[src/rtl/op_cycle_pkg.sv]
package op_cycle_pkg;
  localparam int unsigned OPC_W = 8;
  localparam int unsigned CNT_W = 4;

  typedef struct packed {
    logic [2:0] op;
    logic [2:0] mode;
    logic [1:0] grp;
  } opc_fields_t;

  // base cycle budget, 0 = not implemented
  function automatic logic [CNT_W-1:0] base_cycles(input logic [OPC_W-1:0] opc);
    logic [2:0] a, b;
    logic [1:0] c;
    logic [CNT_W-1:0] n;
    a = opc[7:5]; b = opc[4:2]; c = opc[1:0];
    n = '0;
    unique case (c)
      2'b01: begin
        unique case (b)
          3'd0: n = 6;
          3'd1: n = 3;
          3'd2: n = (a == 3'd4) ? 0 : 2;
          3'd3: n = 4;
          3'd4: n = (a == 3'd4) ? 6 : 5;
          3'd5: n = 4;
          default: n = (a == 3'd4) ? 5 : 4;
        endcase
      end
      2'b10: begin
        if (a == 3'd4) begin
          unique case (b)
            3'd1: n = 3; 3'd2: n = 2; 3'd3: n = 4; 3'd5: n = 4; 3'd6: n = 2;
            default: n = 0;
          endcase
        end else if (a == 3'd5) begin
          unique case (b)
            3'd0: n = 2; 3'd1: n = 3; 3'd2: n = 2; 3'd3: n = 4;
            3'd5: n = 4; 3'd6: n = 2; 3'd7: n = 4;
            default: n = 0;
          endcase
        end else begin
          unique case (b)
            3'd1: n = 5; 3'd2: n = 2; 3'd3: n = 6; 3'd5: n = 6; 3'd7: n = 7;
            default: n = 0;
          endcase
        end
      end
      2'b00: begin
        unique case (b)
          3'd0: unique case (a)
                  3'd0: n = 7;
                  3'd1, 3'd2, 3'd3: n = 6;
                  3'd4: n = 0;
                  default: n = 2;
                endcase
          3'd1: n = (a == 3'd0 || a == 3'd2 || a == 3'd3) ? 0 : 3;
          3'd2: n = (a == 3'd1 || a == 3'd3) ? 4 : (a < 3'd4 ? 3 : 2);
          3'd3: unique case (a)
                  3'd0: n = 0;
                  3'd2: n = 3;
                  3'd3: n = 5;
                  default: n = 4;
                endcase
          3'd4, 3'd6: n = 2;
          3'd5: n = (a == 3'd4 || a == 3'd5) ? 4 : 0;
          default: n = (a == 3'd5) ? 4 : 0;
        endcase
      end
      default: n = 0;
    endcase
    return n;
  endfunction
endpackage

[src/rtl/op_fields.sv]
module op_fields
  import op_cycle_pkg::*;
(
  input  logic [OPC_W-1:0] opcode_i,
  output opc_fields_t      fields_o,
  output logic [CNT_W-1:0] base_o,
  output logic             illegal_o,
  output logic             branch_o
);
  always_comb begin
    fields_o  = opcode_i;
    base_o    = base_cycles(opcode_i);
    illegal_o = (opcode_i[1:0] == 2'b11) || (base_o == '0);
    branch_o  = (opcode_i[1:0] == 2'b00) && (opcode_i[4:2] == 3'b100);
  end
endmodule

[src/rtl/cyc_counter.sv]
module cyc_counter #(
  parameter int unsigned CNT_W = 4
) (
  input  logic             clk_i,
  input  logic             rst_ni,
  input  logic             load_i,
  input  logic [CNT_W-1:0] load_val_i,
  input  logic             branch_i,
  input  logic             taken_i,
  input  logic             page_i,
  output logic             busy_o,
  output logic             done_o
);
  logic [CNT_W-1:0] cnt_q, ext;
  logic             first_q;

  always_comb begin
    ext = '0;
    if (first_q && branch_i && taken_i) ext = page_i ? CNT_W'(2) : CNT_W'(1);
  end

  always_ff @(posedge clk_i or negedge rst_ni) begin
    if (!rst_ni) begin
      cnt_q   <= '0;
      first_q <= 1'b0;
    end else if (load_i) begin
      cnt_q   <= load_val_i;
      first_q <= (load_val_i != '0);
    end else if (cnt_q != '0) begin
      cnt_q   <= cnt_q - CNT_W'(1) + ext;
      first_q <= 1'b0;
    end
  end

  assign busy_o = (cnt_q != '0);
  assign done_o = (cnt_q == CNT_W'(1));
endmodule

[src/rtl/op_cycle_ctl.sv]
module op_cycle_ctl
  import op_cycle_pkg::*;
(
  input  logic       clk_i,
  input  logic       rst_ni,
  input  logic [7:0] opcode_i,
  input  logic       valid_i,
  input  logic       taken_i,
  input  logic       page_cross_i,
  output logic [1:0] group_o,
  output logic [2:0] op_o,
  output logic [2:0] mode_o,
  output logic       illegal_o,
  output logic       done_o
);
  opc_fields_t      f_in, f_q;
  logic [CNT_W-1:0] base_in, base_q;
  logic             ill_in, ill_q, br_in, br_q;
  logic [OPC_W-1:0] opc_q;
  logic             have_q, busy, done, accept;

  op_fields u_dec_in (
    .opcode_i(opcode_i), .fields_o(f_in), .base_o(base_in),
    .illegal_o(ill_in), .branch_o(br_in)
  );

  op_fields u_dec_q (
    .opcode_i(opc_q), .fields_o(f_q), .base_o(base_q),
    .illegal_o(ill_q), .branch_o(br_q)
  );

  assign accept = valid_i && (!busy || done);

  always_ff @(posedge clk_i or negedge rst_ni) begin
    if (!rst_ni) begin
      opc_q  <= '0;
      have_q <= 1'b0;
    end else if (accept) begin
      opc_q  <= opcode_i;
      have_q <= 1'b1;
    end
  end

  cyc_counter #(.CNT_W(CNT_W)) u_cnt (
    .clk_i(clk_i), .rst_ni(rst_ni),
    .load_i(accept), .load_val_i(ill_in ? '0 : base_in),
    .branch_i(br_q), .taken_i(taken_i), .page_i(page_cross_i),
    .busy_o(busy), .done_o(done)
  );

  assign group_o   = have_q ? f_q.grp  : '0;
  assign op_o      = have_q ? f_q.op   : '0;
  assign mode_o    = have_q ? f_q.mode : '0;
  assign illegal_o = have_q & ill_q;
  assign done_o    = done;

  logic unused;
  assign unused = ^{f_in, base_q, br_in};
endmodule

[config.mk]
export PLATFORM = sky130hd
export DESIGN_NAME = op_cycle_ctl
export DESIGN_NICKNAME = d
export VERILOG_FILES = /design/src/rtl/op_cycle_pkg.sv /design/src/rtl/op_fields.sv /design/src/rtl/cyc_counter.sv /design/src/rtl/op_cycle_ctl.sv
export SDC_FILE = /design/constraint.sdc
export NUM_CORES = 1
export LEC_CHECK = 0
export BUFFER_PORTS_ARGS = -buffer_cell sky130_fd_sc_hd__buf_2
export CORE_MARGIN = 10
export CORE_UTILIZATION = 35
export CTS_BUF_LIST = sky130_fd_sc_hd__clkbuf_16
export DETAILED_ROUTE_END_ITERATION = 8
export PLACE_DENSITY_LB_ADDON = 0.1
export SETUP_SLACK_MARGIN = 0.1
export SLEW_MARGIN = 15
export SYNTH_ARGS = -nofsm -noshare
export SYNTH_HDL_FRONTEND = slang
export SYNTH_SLANG_ARGS = --single-unit
[constraint.sdc]
create_clock -name clk_i -period 4.7 [get_ports clk_i]
set_input_delay 0.235 -clock clk_i [delete_from_list [all_inputs] [get_ports clk_i]]
set_output_delay 0.235 -clock clk_i [all_outputs]
set_load 0.02 [all_outputs]
==> results.md <==
- Wire per inst: 14.1 um
- CP startpoint: opc_q[3]
- Clock latency at the later pin of the worst-skew pair: 0.24 ns
- Fmax: 411 MHz
- Antenna viol nets, final: 0
- Clock network power share: 18.7%
- Initial antenna violation count: 0
- Overall Global Routing Usage: 9.76%
- Fill cells: ~360
- Power Internal: approximately 0.49 mW
- P&R area growth vs syn: 18.6%
- Commonest cells post-synth: dfrtp_1, nor2_1, nand2_1
- H-tree depth: 1
- Synth Instances: 146
- Post-Syn Nets: roughly 160
- Die Y: 78.4 um
- Skew final: 0.00239 ns
- RSZ-0062 raised after global routing: no
- First-pass GRT wire length: 5070 um
- Placed cell areas: 0.00133 mm^2
- Port Buffers: 22
- Power per cell area: 598 mW/mm^2
- EDFF count, synth: 0
- Worst hold path class: input port to register
- Clk pin slew, worst setup/hold paths: 0.05 ns
- Critical path, cell by cell: nor4_1, and4_1, nand2_1, ha_1, inv_1, ha_1, inv_1, fa_1, nand2b_1, a31oi_1
- Hold Path Sink: u_cnt.cnt_q[0]
- WP data required: 4.86 ns
- Die Area: 0.00615 mm^2
- Worst r2r dst: u_cnt.cnt_q[2]
- R2R Path Start: opc_q[3]
- Combinational group share of total power: between 50% and 60%
- Post-CTS resize count: 0
- Final setup vio count: 0
- Critical path's largest stage delay: 0.45 ns
- Fin cells: 211
- Critical Path Slowest Stage Cell: dfrtp_1
- Most used standard cell by instance count after synthesis: dfrtp_1
- Max-cap violation count: 0
- CTS max path bufs: 2
- Critical Path Sink Type: register
- Vias/cell: approximately 5.3
- I/O pins: 23
- CTS sink cnt: 14
- Mapped Area: 0.00119 mm^2
- Ys flop type: dfrtp_1
- Iteration-0 DRC Markers: 120
- Total wire length: 2980 um
- Top cell type by total area after synthesis: dfrtp_1
- Ys async rst share: between 90% and 100%
- Total Power: ~0.85 mW
- GR Overflow Total: 0
- Largest net degree at the start of global routing: 18
- Final min period: 2.43 ns
- Initial Util: a little over a third
- VDD IR max: between 0.00015 and 0.0002 V
- HP Start: valid_i
- Net Sw Power: 0.353 mW
- Crit start category: register
- Die width: 78.4 um
- Hold Crit Depth: 3
- Setup TNS: 0 ns
- Core Area: roughly 0.0033 mm^2
- Seq pwr share: 29.1%
- Flop-to-flop setup slack: 2.27 ns
- Synth area leaders: dfrtp_1, mux2_2, and2_1
- Hold slack: 0.314 ns
- Sequential standard cell area: 350 um^2
- Inst Count DP: 207
- CTS buffer count: 3
- Postcts setup bufs: 0
- Final Hold Viols: 0
- Post-route clock period utilization: around half
- WP data arrival: around 2.6 ns
- Part of the Yosys area used for sequential elements: around 29%
- NumNets Final: 185
- Outcome: completed
- Vias in the first global route: 1084
- Final instance area: between 0.001 and 0.0015 mm^2
- Critical path class: register to register
- Yosys reg bits: 14
- GPL Wtd Cong: around 0.81
- Post-synthesis average cell area: approximately 8.2 um^2
- Vias: 1116
- Footprint of the multi-input gates: 778 um^2
- CTS tree: built
- Root Driver: clkbuf_16
- Post-DP HPWL: 2230 um
- Switching share of power: 41.7%
- Post-synth cell types: 42
- Ys Warns: 0
- Final Max Tran Viols: 0
- Static Leak: 0.634 nW
- Pre-Repair DR Iteration Count: 4
- CP max FO: 9
- Remaining DRCs: 0
- Reg2Reg Depth: 10
- Top cell type's share of synthesized area: 29.4%
- FP Rows: 21
- Slew @ Worst Pin: between 0.7 and 0.8 ns
- Slew headroom: 52.0%
- Share of cells above drive strength 1: 21.8%
- Diode count: 0
==> power by group through the flow <==
| stage | sequential (mW) | combinational (mW) | clock (mW) |
|---|---|---|---|
| 5_1_grt | 0.258 | 0.504 | 0.166 |
| 6_report | 0.246 | 0.442 | 0.158 |
| 3_5_place_dp | 0.248 | 0.449 | 0 |
| 4_1_cts | 0.246 | 0.452 | 0.161 |
| 3_3_place_gp | 0.245 | 0.443 | 0 |
| 2_1_floorplan | 0.227 | 0.339 | 0 |
==> cell type report <==
type,instances,share of cell area (%)
inverter,9,2.39
sequential,14,24.8
timing repair buffer,23,8.49
multi-input combinational,116,55.0
tap,46,4.07
clock buffer,3,5.31
==> placed cells by master, fill, tap and decap left out, drive strengths merged, types with 2 or more instances in the layout <==
master,Yosys,layout
o21ai,6,6
o21bai,2,2
dfrtp,14,14
nor4b,2,2
nor2b,3,3
o21a,2,2
nand2b,8,8
nor4,5,5
inv,9,9
nor3,6,6
nand2,12,12
buf,4,22
xnor2,2,2
and2,8,8
nand3,3,3
ha,4,4
nor2,13,13
clkbuf,3,3
a31oi,2,2
o22ai,3,3
and2b,2,2
o31ai,3,3
mux2,7,7
a21oi,7,7
==> per-layer routing <==
| metal | wire (um) | vias up | GRT usage [%] |
|---|---|---|---|
| li1 | - | 559 | - |
| met3 | 104 | 2 | 1.94 |
| met4 | 21 | 0 | 3.76 |
| met1 | 1430 | 532 | 12.8 |
| met2 | 1420 | 23 | 15.4 |
| met5 | 0 | - | 0 |
==> kinds of logic (layout without fill, tap and decap cells) <==
logic type      count (synthesis)  in the layout  share of synthesized area, %
flops                          14             14                          29.4
buf+inv                        16             35                          5.45
fa+ha+maj                       5              5                          5.87
compound gates                 33             33                          18.9
mux                             7              7                          6.60
xor+xnor                        3              3                          2.20
simple gates                   68             68                          31.7
==> stage by stage <==
step	util, %	worst slack (ns)
6_report	42.7	2.27
2_1_floorplan	-	2.46
3_5_place_dp	40.2	2.26
4_1_cts	42.7	2.25
5_1_grt	42.7	2.10
3_3_place_gp	40.2	2.33
==> state kept, by name (all words and copies together) (netlist names) <==
signal         flops
u_cnt.first_q      1
u_cnt.cnt_q        4
have_q             1
opc_q              8
==> critical path, delay by kind of cell (launching register included) <==
family / cells / cell delay [ns]
adder cells (fa/ha/maj): 3 / 0.86
AND/OR/NAND/NOR: 4 / 0.76
flip-flops: 1 / 0.45
AO/OA/AOI/OAI: 1 / 0.18
buffers and inverters: 2 / 0.11
==> timing repair <==
action                                 CTS  global route
endpoints found under the hold margin   14             0
hold buffers                             1             0
setup endpoints to repair                0             0
==> how the worst max path moves through the flow <==
stage	endpoint	slack [ns]
after detailed placement	u_cnt.cnt_q[2]	2.26
after global routing	u_cnt.cnt_q[2]	2.10
final	u_cnt.cnt_q[2]	2.27
after CTS	u_cnt.cnt_q[2]	2.25
after floorplan	u_cnt.cnt_q[2]	2.46
after global placement	u_cnt.cnt_q[3]	2.33
Note: power is estimated with default switching activity, not from simulation.
